--- src/rtl/pll_cfg_pkg.sv ---
package pll_cfg_pkg;

    localparam int WORD_W = 32;
    localparam int HALF_W = 16;

    localparam logic [1:0] IDX_CTRL = 2'd0;
    localparam logic [1:0] IDX_DIV  = 2'd1;
    localparam logic [1:0] IDX_FRAC = 2'd2;
    localparam logic [1:0] IDX_RSVD = 2'd3;

    localparam logic [HALF_W-1:0] CTRL_KEEP = 16'hFFFF;
    localparam logic [HALF_W-1:0] CTRL_RST  = 16'h9000;
    localparam logic [HALF_W-1:0] DIV_KEEP  = 16'hF1FF;
    localparam logic [HALF_W-1:0] DIV_RST   = 16'h1041;
    localparam int                LOCK_POS  = 10;

    typedef struct packed {
        logic        bypass;
        logic [2:0]  postdiv1;
        logic [11:0] fbdiv;
    } ctrl_word_t;

    typedef struct packed {
        logic       pd_sel;
        logic       pd1;
        logic       pd0;
        logic       int_mode;
        logic       rsv_hi;
        logic       lock;
        logic       rsv_lo;
        logic [2:0] postdiv2;
        logic [5:0] refdiv;
    } div_word_t;

    typedef struct packed {
        logic [3:0]  spare;
        logic        pd_4ph;
        logic        pd_vco;
        logic        pd_post;
        logic        pd_dac;
        logic [23:0] frac;
    } frac_word_t;

endpackage

--- src/rtl/pll_cfg_decode.sv ---
module pll_cfg_decode #(
    parameter int ADDR_W = 6
) (
    input  logic [ADDR_W-1:0] addr,
    output logic [3:0]        sel
);
    localparam int NWORDS = 4;

    logic aligned;
    logic in_window;

    assign aligned = (addr[1:0] == 2'b00);

    generate
        if (ADDR_W > 4) begin : g_wide
            assign in_window = (addr[ADDR_W-1:4] == '0);
        end else begin : g_narrow
            assign in_window = 1'b1;
        end
    endgenerate

    generate
        for (genvar i = 0; i < NWORDS; i++) begin : g_sel
            assign sel[i] = aligned && in_window && (addr[3:2] == i[1:0]);
        end
    endgenerate
endmodule

--- src/rtl/pll_cfg_hiword_reg.sv ---
module pll_cfg_hiword_reg #(
    parameter logic [15:0] RST  = 16'h0000,
    parameter logic [15:0] KEEP = 16'hFFFF
) (
    input  logic        clk,
    input  logic        rst_n,
    input  logic        wr,
    input  logic [31:0] wdata,
    output logic [15:0] q
);
    logic [15:0] en;
    logic [15:0] q_next;

    always_comb begin
        en     = wr ? wdata[31:16] : 16'h0000;
        q_next = ((q & ~en) | (wdata[15:0] & en)) & KEEP;
    end

    always_ff @(posedge clk or negedge rst_n) begin
        if (!rst_n) q <= RST & KEEP;
        else        q <= q_next;
    end
endmodule

--- src/rtl/pll_cfg_sync.sv ---
module pll_cfg_sync #(
    parameter int STAGES = 2
) (
    input  logic clk,
    input  logic rst_n,
    input  logic d,
    output logic q
);
    logic [STAGES-1:0] chain;

    always_ff @(posedge clk or negedge rst_n) begin
        if (!rst_n) chain <= '0;
        else        chain <= {chain[STAGES-2:0], d};
    end

    assign q = chain[STAGES-1];
endmodule

--- src/rtl/pll_cfg_bank.sv ---
module pll_cfg_bank
    import pll_cfg_pkg::*;
#(
    parameter int ADDR_W      = 6,
    parameter int SYNC_STAGES = 2
) (
    input  logic              clk,
    input  logic              rst_n,
    input  logic [ADDR_W-1:0] bus_addr,
    input  logic              bus_wr,
    input  logic [31:0]       bus_wdata,
    output logic [31:0]       bus_rdata,
    input  logic              lock_in,
    output logic              ctl_bypass,
    output logic [2:0]        ctl_postdiv1,
    output logic [11:0]       ctl_fbdiv,
    output logic              ctl_pd_sel,
    output logic              ctl_pd1,
    output logic              ctl_pd0,
    output logic              ctl_int_mode,
    output logic [2:0]        ctl_postdiv2,
    output logic [5:0]        ctl_refdiv,
    output logic              ctl_pd_4ph,
    output logic              ctl_pd_vco,
    output logic              ctl_pd_post,
    output logic              ctl_pd_dac,
    output logic [23:0]       ctl_frac
);
    logic [3:0]        sel;
    logic [HALF_W-1:0] ctrl_q;
    logic [HALF_W-1:0] div_q;
    frac_word_t        frac_q;
    ctrl_word_t        ctrl_f;
    div_word_t         div_f;
    logic              lock_s;

    pll_cfg_decode #(.ADDR_W(ADDR_W)) i_dec (
        .addr (bus_addr),
        .sel  (sel)
    );

    pll_cfg_hiword_reg #(.RST(CTRL_RST), .KEEP(CTRL_KEEP)) i_ctrl (
        .clk   (clk),
        .rst_n (rst_n),
        .wr    (bus_wr && sel[IDX_CTRL]),
        .wdata (bus_wdata),
        .q     (ctrl_q)
    );

    pll_cfg_hiword_reg #(.RST(DIV_RST), .KEEP(DIV_KEEP)) i_div (
        .clk   (clk),
        .rst_n (rst_n),
        .wr    (bus_wr && sel[IDX_DIV]),
        .wdata (bus_wdata),
        .q     (div_q)
    );

    always_ff @(posedge clk or negedge rst_n) begin
        if (!rst_n)                        frac_q <= '0;
        else if (bus_wr && sel[IDX_FRAC])  frac_q <= frac_word_t'(bus_wdata);
    end

    pll_cfg_sync #(.STAGES(SYNC_STAGES)) i_lock (
        .clk   (clk),
        .rst_n (rst_n),
        .d     (lock_in),
        .q     (lock_s)
    );

    always_comb begin
        ctrl_f      = ctrl_word_t'(ctrl_q);
        div_f       = div_word_t'(div_q);
        div_f.lock  = lock_s;
    end

    always_comb begin
        bus_rdata = '0;
        unique if (sel[IDX_CTRL]) bus_rdata = {16'h0000, ctrl_f};
        else if   (sel[IDX_DIV])  bus_rdata = {16'h0000, div_f};
        else if   (sel[IDX_FRAC]) bus_rdata = frac_q;
        else                      bus_rdata = '0;
    end

    assign ctl_bypass   = ctrl_f.bypass;
    assign ctl_postdiv1 = ctrl_f.postdiv1;
    assign ctl_fbdiv    = ctrl_f.fbdiv;
    assign ctl_pd_sel   = div_f.pd_sel;
    assign ctl_pd1      = div_f.pd1;
    assign ctl_pd0      = div_f.pd0;
    assign ctl_int_mode = div_f.int_mode;
    assign ctl_postdiv2 = div_f.postdiv2;
    assign ctl_refdiv   = div_f.refdiv;
    assign ctl_pd_4ph   = frac_q.pd_4ph;
    assign ctl_pd_vco   = frac_q.pd_vco;
    assign ctl_pd_post  = frac_q.pd_post;
    assign ctl_pd_dac   = frac_q.pd_dac;
    assign ctl_frac     = frac_q.frac;
endmodule

--- config.mk ---
export PLATFORM = sky130hd
export DESIGN_NAME = pll_cfg_bank
export DESIGN_NICKNAME = d
export VERILOG_FILES = /design/src/rtl/pll_cfg_pkg.sv /design/src/rtl/pll_cfg_decode.sv /design/src/rtl/pll_cfg_hiword_reg.sv /design/src/rtl/pll_cfg_sync.sv /design/src/rtl/pll_cfg_bank.sv
export SDC_FILE = /design/constraint.sdc
export NUM_CORES = 1
export LEC_CHECK = 0
export BUFFER_PORTS_ARGS = -buffer_cell sky130_fd_sc_hd__buf_2
export CORE_AREA = 2 2 86 88
export CTS_BUF_LIST = sky130_fd_sc_hd__clkbuf_4 sky130_fd_sc_hd__clkbuf_8
export CTS_CLUSTER_SIZE = 28
export DETAILED_ROUTE_END_ITERATION = 8
export DIE_AREA = 0 0 88 90
export HOLD_SLACK_MARGIN = 0.02
export PLACE_DENSITY = 0.88
export SETUP_SLACK_MARGIN = 0.15
export SYNTH_ARGS = -nofsm -noshare
export SYNTH_HDL_FRONTEND = slang
export SYNTH_HIERARCHICAL = 1
export SYNTH_SLANG_ARGS = --single-unit
--- constraint.sdc ---
create_clock -name clk -period 4.33 [get_ports clk]
set_input_delay 1.299 -clock clk [delete_from_list [all_inputs] [get_ports clk]]
set_output_delay 1.299 -clock clk [all_outputs]
set_load 0.1 [all_outputs]
==> results.yml, run 1 <==
status:
  status: "finished with violations"
  violations: "negative setup slack"
placed_design:
  place.gp.congestion: 0.779
  dp.cells: 482
  hpwl_microns: 6340
  io_buffers: 130
sta:
  fmax_mhz: 228
  setup_ws_ns: -0.0479
  rsz0062_at_grt: "true"
  relSlewSlack: 0.285
  fin_crit_sh: 1.01
  worst_slew_pin_slew_ns: 1.07
  period_minus_slack_ns: 4.38
  slew_violations: 0
  final_hold_viol_count: 0
  skew_ns: 0.000337
  setup_violations: 29
detailed_routing:
  route.detailed.drc: 0
  wl_per_cell_microns: 17.5
  first_iter_violations: 116
  wirelength_microns: 8810
  firstDrtPassIters: 4
  drt.antenna.violating_nets: 0
  viasPerCell: 5.08
  dr_total_vias: 2553
power:
  switchingPower_uw: 798
  power_uw: 1910
  p_clk_frac: 0.281
  intPower_uw: 1120
  ir_worst_vdd_mv: 0.224
  power_density_mw_per_mm2: 377
  p_leak_uw: 0.00256
  seqPwrFrac: 0.370
  power.share.combinational: 0.349
  switching_share: 0.417
floorplan:
  die_w_microns: 88
  core.rowCount: 31
  fp.dieH_microns: 90
  dieArea_sq_mm: 0.00792
  ioPinCount: 131
  start_util: 0.491
  fp.coreArea_sq_mm: 0.00702
clock_network:
  htreeDepth: 3
  clk-insertion-delay-late_ns: 0.33
  ctsLongestPathBuffers: 2
  clk_pin_slew_ns: 0.06
  cts_sinks: 63
  cts_buffers: 9
  cts_tree: "yes"
  cts_root_buf: "clkbuf_8"
final_layout:
  finalNonFillerCells: 503
  nets: 441
  antenna_cells: 0
  drive_above_1_share: 0.688
  fin_util: 0.724
  areaGrowthSynthToFinish_pct: 47.4
global_route:
  grt_pass1_vias: 2653
  grt_max_degree: 49
  overflow: 0
  grt_pass1_wl_microns: 13900
  track_usage: 0.231
  antenna_found_initial: 0
critical_path:
  path_class: "input port to output port"
  cp-end-kind: "output port"
  cp-start-kind: "input port"
  cp_max_fo: 10
  arrival_ns: 3.08
  ff2ff_path_depth: 1
  rrSetupSlack_ns: 3.51
  r2r-end: "ctl_frac[20]"
  reg2reg_from: "ctl_frac[20]"
  critical_path_required_ns: 3.03
synthesis:
  syn-cell-area_sq_mm: 0.00345
  synth_cells: 283
  ys_warn_count: 6
  avgSynthCellArea_sq_um: 12.2
worst_hold_path:
  hold_path_class: "flop to flop"
  min_from: "i_lock/chain[0]"
  hold_depth: 0
  hold_end: "i_lock/chain[1]"
flow_run:
  drv_cap: 0
[per-layer routing]
layer / wire length, microns / vias up / track usage
met2: 4610 / 87 / 0.393
met4: 125 / 0 / 0.0744
met3: 467 / 13 / 0.0615
met5: 0 / - / 0
met1: 3600 / 1286 / 0.280
li1: - / 1167 / -
[cell type report]
type                    count  area (sq um)
clock buffers              13           173
well taps                  99           124
clock inverters             3          40.0
flip-flops and latches     63          1580
repair buffers            145          1310
multi-input cells         180          1850
fillers                   474          1940
[through the flow]
stage / hold slack, ns / setup WS [ns] / instance area [sq um] / TNS, ns
final: 0.348 / -0.0479 / 5080 / -0.759
after global placement: 0.336 / -0.308 / 4770 / -4.77
after global routing: 0.360 / -0.109 / 5080 / -2.55
after CTS: 0.349 / -0.0566 / 5070 / -0.961
after floorplan: 0.331 / -0.0540 / 3760 / -0.749
after detailed placement: 0.335 / -0.364 / 4770 / -6.01
[power by group through the flow]
| stage | combinational (uW) | clock (uW) | sequential, uW |
|---|---|---|---|
| finish | 669 | 538 | 708 |
| global route | 687 | 575 | 717 |
| CTS | 671 | 548 | 708 |
| detailed placement | 668 | 0 | 719 |
| global placement | 661 | 0 | 714 |
| floorplan | 394 | 0 | 906 |
[worst max path at each step]
stage	start	endpoint	slack, ns	cells after the start
2_1_floorplan	bus_addr[4]	bus_rdata[1]	-0.05	5
3_3_place_gp	bus_addr[4]	bus_rdata[28]	-0.31	6
3_5_place_dp	bus_addr[4]	bus_rdata[29]	-0.36	6
4_1_cts	bus_addr[1]	bus_rdata[26]	-0.06	9
5_1_grt	bus_addr[1]	bus_rdata[8]	-0.11	9
6_report	bus_addr[1]	bus_rdata[26]	-0.05	9
[timing repair]
item | CTS | global route
hold buffers | 0 | 0
resized for setup | 6 | 2
setup buffers | 4 | 1
pin swaps | 5 | 0
endpoints found under the setup margin | 32 | 32
[layout by cell type, fill, tap and decap left out, types with 2 or more instances in the layout]
master / instances
buf_2: 97
dfrtp_1: 58
mux2_4: 50
buf_12: 35
nand2_1: 29
and2_4: 16
nand3b_1: 16
nor2b_1: 16
a21oi_4: 16
a21oi_2: 13
clkbuf_8: 12
mux2_2: 11
buf_4: 7
dfstp_2: 5
buf_6: 4
nor3b_4: 3
a21oi_1: 3
and2_1: 2
clkinv_2: 2
conb_1: 2
buf_8: 2
[critical path, cell delays in order]
cell and delay, ns:
buf_6 0.09, or4_4 0.56, buf_6 0.15, nor3b_4 0.24
buf_6 0.20, nor3b_4 0.07, buf_12 0.14, and2_4 0.16
buf_12 0.16
Note: power is estimated with default switching activity, not from simulation.
==> run 2: changes to the inputs <==
--- a/config.mk
+++ b/config.mk
@@ -13,7 +13,6 @@
 export DIE_AREA = 0 0 88 90
 export HOLD_SLACK_MARGIN = 0.02
 export PLACE_DENSITY = 0.88
-export SETUP_SLACK_MARGIN = 0.15
 export SYNTH_ARGS = -nofsm -noshare
 export SYNTH_HDL_FRONTEND = slang
 export SYNTH_HIERARCHICAL = 1
==> run 2 against run 1 <==
Effect of this change: the run still ends with negative setup slack left; critical endpoint is now bus_rdata[7]; largest power group unchanged; via count increased by 1.7%; sequential power increased by 0.6%; largest cell class unchanged; first-iteration DRC count decreased by 26%.
==> results.yml, run 2 (synthesis results as in run 1) <==
status:
  status: "finished with violations"
  violations: "negative setup slack"
power:
  p_leak_uw: 0.00257
  intPower_uw: 1080
  p_clk_frac: 0.275
  seqPwrFrac: 0.373
  power.share.combinational: 0.352
  ir_worst_vdd_mv: 0.269
  switchingPower_uw: 826
  power_density_mw_per_mm2: 369
  switching_share: 0.432
global_route:
  overflow: 0
  track_usage: 0.238
  grt_pass1_wl_microns: 14300
  antenna_found_initial: 0
  grt_pass1_vias: 2708
  grt_max_degree: 35
floorplan:
  fp.dieH_microns: 90
  start_util: 0.491
  core.rowCount: 31
  ioPinCount: 131
  fp.coreArea_sq_mm: 0.00702
  die_w_microns: 88
  dieArea_sq_mm: 0.00792
critical_path:
  critical_path_required_ns: 3.03
  cp-end-kind: "output port"
  arrival_ns: 3.07
  cp_max_fo: 7
  cp-start-kind: "input port"
  rrSetupSlack_ns: 3.51
  path_class: "input port to output port"
sta:
  setup_violations: 27
  slew_violations: 0
  fin_crit_sh: 1.01
  period_minus_slack_ns: 4.37
  fmax_mhz: 229
  setup_ws_ns: -0.0380
  final_hold_viol_count: 0
  worst_slew_pin_slew_ns: 0.738
  relSlewSlack: 0.508
  skew_ns: 0.000122
  rsz0062_at_grt: "true"
detailed_routing:
  firstDrtPassIters: 4
  dr_total_vias: 2596
  wl_per_cell_microns: 18.3
  drt.antenna.violating_nets: 0
  route.detailed.drc: 0
  first_iter_violations: 86
  viasPerCell: 5.12
  wirelength_microns: 9260
final_layout:
  areaGrowthSynthToFinish_pct: 50.1
  antenna_cells: 0
  final_common_cell: "buf_2"
  final_cell_mix: "buf_2, dfrtp_1, mux2_4"
  nets: 445
  drive_above_1_share: 0.721
  final_area_sq_mm: 0.00518
placed_design:
  place.gp.congestion: 0.806
  dp_slack_ns: -0.379
  hpwl_microns: 6340
  postPlaceCellArea_sq_mm: 0.00472
  io_buffers: 130
clock_network:
  ctsHoldBuffers: 0
  cts_tree: "yes"
  clk_pin_slew_ns: 0.08
  htreeDepth: 3
  ctsLongestPathBuffers: 2
  cts_root_buf: "clkbuf_8"
  clk-insertion-delay-late_ns: 0.34
  cts_buffers: 9
  cts_sinks: 63
worst_hold_path:
  hold_path_class: "flop to flop"
flow_run:
  drv_cap: 0
run 2: path summary, 6_finish.rpt:
check	start	cells after the start	end
worst max-delay path	bus_addr[4]	9	bus_rdata[7]
worst min-delay path	i_lock/chain[0]	0	i_lock/chain[1]
worst max register to register	flop	1	flop
worst min register to register	i_lock/chain[0]	0	i_lock/chain[1]
max in group asynchronous	rst_n	2	asynchronous set/reset pin
min in group asynchronous	rst_n	1	asynchronous set/reset pin
run 2: cell type report:
type / count / area, sq um
clock buffers: 10 / 138
clock inverters: 6 / 70.1
fillers: 471 / 1840
multi-input cells: 180 / 1890
flip-flops and latches: 63 / 1580
well taps: 99 / 124
repair buffers: 149 / 1380
run 2: metrics by stage:
step / std cells / util / hold slack, ns / setup TNS (ns) / total power (uW)
finish: 507 / 0.737 / 0.351 / -0.528 / 1910
global route: 507 / 0.737 / 0.355 / -1.37 / 1970
CTS: 506 / 0.732 / 0.352 / -0.316 / 1920
detailed placement: 482 / 0.672 / 0.335 / -5.72 / 1380
global placement: 482 / 0.672 / 0.334 / -4.76 / 1370
floorplan: 284 / - / 0.331 / -1.73 / 1300
run 2: power groups by stage:
stage / clock network (uW) / logic [uW] / registers (uW)
floorplan: 0 / 392 / 904
global placement: 0 / 658 / 712
detailed placement: 0 / 668 / 717
CTS: 533 / 674 / 710
global route: 563 / 690 / 720
finish: 525 / 672 / 712
run 2: layer usage:
layer,routed length (microns),up-vias,share of wire,global-route usage
met4,77,0,0.0083,0.0474
met1,3840,1315,0.41,0.307
met3,531,9,0.057,0.0569
met2,4810,100,0.52,0.404
li1,-,1172,-,-
met5,0,-,0,0
run 2: repair_timing:
| item | 4_1_cts | 5_1_grt |
|---|---|---|
| cloned | 2 | 0 |
| resized for setup | 38 | 8 |
| endpoints found under the hold margin | 0 | 0 |
| pin swaps | 11 | 1 |
| endpoints found under the setup margin | 30 | 32 |
| buffers inserted | 6 | 1 |
run 2: worst max-delay path: stages:
cell and delay, ns:
buf_6 0.09, or4_4 0.56, buf_6 0.15, nor3b_4 0.27, buf_6 0.17, buf_12 0.11
a21oi_2 0.06, a21oi_4 0.15, buf_12 0.19
==> run 3: changes to the inputs <==
--- a/config.mk
+++ b/config.mk
@@ -6,11 +6,11 @@
 export NUM_CORES = 1
 export LEC_CHECK = 0
 export BUFFER_PORTS_ARGS = -buffer_cell sky130_fd_sc_hd__buf_2
-export CORE_AREA = 2 2 86 88
+export CORE_AREA = 2 2 99 77
 export CTS_BUF_LIST = sky130_fd_sc_hd__clkbuf_4 sky130_fd_sc_hd__clkbuf_8
 export CTS_CLUSTER_SIZE = 28
 export DETAILED_ROUTE_END_ITERATION = 8
-export DIE_AREA = 0 0 88 90
+export DIE_AREA = 0 0 101 79
 export HOLD_SLACK_MARGIN = 0.02
 export PLACE_DENSITY = 0.88
 export SYNTH_ARGS = -nofsm -noshare
==> run 3 against run 2 <==
Effect of this change: the flow still finishes with violations (negative setup slack); sequential share of layout area increased by 0.35 points; via count increased by 1.9%; setup slack got worse by 0.076 ns; clock skew increased by 0.0095 ns; critical path depth increased by 1; non-clock buffer count increased by 1; total power increased by 0.87%; final cell count decreased by 2.2%; global-route usage increased by 0.69 points; largest power group unchanged.
==> results.yml, run 3 (synthesis results as in run 1) <==
sta:
  fmax_mhz: 225
  period_minus_slack_ns: 4.44
  rsz0062_at_grt: "true"
  final_hold_viol_count: 0
  hold_ws_ns: 0.363
  slew_violations: 0
  setup_violations: 30
  worst_slew_pin_slew_ns: 1.09
  skew_ns: 0.00966
  relSlewSlack: 0.272
  fin_crit_sh: 1.03
  setup_ws_ns: -0.114
detailed_routing:
  firstDrtPassIters: 4
  wl_per_cell_microns: 19.2
  drt.antenna.violating_nets: 0
  route.detailed.drc: 0
  first_iter_violations: 81
  dr_total_vias: 2645
  viasPerCell: 5.33
  wirelength_microns: 9510
placed_design:
  hpwl_microns: 6440
  io_buffers: 130
  place.gp.congestion: 0.776
floorplan:
  start_util: 0.486
  die_w_microns: 101
  fp.dieH_microns: 79
  core.rowCount: 27
  fp.coreArea_sq_mm: 0.00709
  dieArea_sq_mm: 0.00798
  ioPinCount: 131
global_route:
  antenna_found_initial: 0
  grt_pass1_wl_microns: 14800
  grt_max_degree: 50
  track_usage: 0.245
  overflow: 0
  grt_pass1_vias: 2829
clock_network:
  cts_buffers: 9
  ctsLongestPathBuffers: 2
  htreeDepth: 3
  ctsHoldBuffers: 0
  cts_tree: "yes"
  clk_pin_slew_ns: 0.07
  clk-insertion-delay-late_ns: 0.34
  cts_root_buf: "clkbuf_8"
  cts_sinks: 63
status:
  violations: "negative setup slack"
  status: "finished with violations"
critical_path:
  cp_max_fo: 5
  critical_path_required_ns: 3.03
  rrSetupSlack_ns: 3.51
  cp-end-kind: "output port"
  ff2ff_path_depth: 1
  cp-start-kind: "input port"
  arrival_ns: 3.15
  path_class: "input port to output port"
  endpoint: "bus_rdata[2]"
  cp-startpoint: "bus_addr[4]"
power:
  p_leak_uw: 0.00258
  power_density_mw_per_mm2: 376
  power_uw: 1930
  ir_worst_vdd_mv: 0.277
final_layout:
  drive_above_1_share: 0.675
  nets: 446
  antenna_cells: 0
  fin_util: 0.722
  final_common_cell: "buf_2"
  final_cell_mix: "buf_2, dfrtp_1, mux2_4"
  areaGrowthSynthToFinish_pct: 48.4
  fillers: 496
worst_hold_path:
  hold_path_class: "flop to flop"
flow_run:
  drv_cap: 0
[run 3: cell count changes in the layout (fill, tap and decap cells not counted), sizes merged]
cell	before	now
clkinv	2	0
buf	149	150
clkbuf	10	12
[run 3: layout make-up]
cell class / instances / area, sq um / area share
clock buffer: 12 / 165 / 0.0323
clock inverter: 4 / 52.6 / 0.0103
multi-input combinational: 180 / 1840 / 0.359
sequential: 63 / 1580 / 0.309
tap: 87 / 109 / 0.0213
timing repair buffer: 150 / 1370 / 0.268
[run 3: how the worst min path moves through the flow]
stage	from	end	slack [ns]	depth (start not counted)
6_report	i_lock/chain[0]	i_lock/chain[1]	0.36	0
4_1_cts	i_lock/chain[0]	i_lock/chain[1]	0.36	0
3_5_place_dp	i_lock/chain[0]	i_lock/chain[1]	0.33	0
2_1_floorplan	i_lock/chain[0]	i_lock/chain[1]	0.33	0
5_1_grt	i_lock/chain[0]	i_lock/chain[1]	0.37	0
3_3_place_gp	i_lock/chain[0]	i_lock/chain[1]	0.34	0
[run 3: timing repair]
action / in CTS / in global routing
setup buffers: 7 / 2
cloned: 2 / 1
pin swaps: 15 / 2
gates resized for setup: 19 / 8
endpoints found under the setup margin: 32 / 32
[run 3: power by group]
| group | internal, uW | switching, uW |
|---|---|---|
| Clock | 313 | 232 |
| Combinational | 145 | 526 |
| Sequential | 655 | 55.5 |
[run 3: critical path, stage by stage]
cell	delay [ns]
buf_6	0.09
or4_4	0.55
buf_6	0.15
nor3b_4	0.21
buf_4	0.16
buf_6	0.10
buf_8	0.12
a21oi_2	0.08
a21oi_4	0.18
buf_12	0.19
[run 3: stage by stage]
| step | area [sq um] | setup TNS, ns | setup WS, ns | cells |
|---|---|---|---|---|
| floorplan | 3670 | -1.73 | -0.128 | 284 |
| global placement | 4710 | -4.54 | -0.298 | 469 |
| detailed placement | 4710 | -6.38 | -0.390 | 469 |
| CTS | 5090 | -0.935 | -0.0655 | 494 |
| global route | 5120 | -2.93 | -0.140 | 496 |
| finish | 5120 | -1.69 | -0.114 | 496 |
[run 3: routing by layer]
| metal | vias up | wire length [microns] | global-route usage |
|---|---|---|---|
| met1 | 1352 | 3740 | 0.299 |
| li1 | 1175 | - | - |
| met4 | 0 | 154 | 0.0649 |
| met2 | 102 | 5080 | 0.433 |
| met5 | - | 0 | 0 |
| met3 | 16 | 529 | 0.0599 |
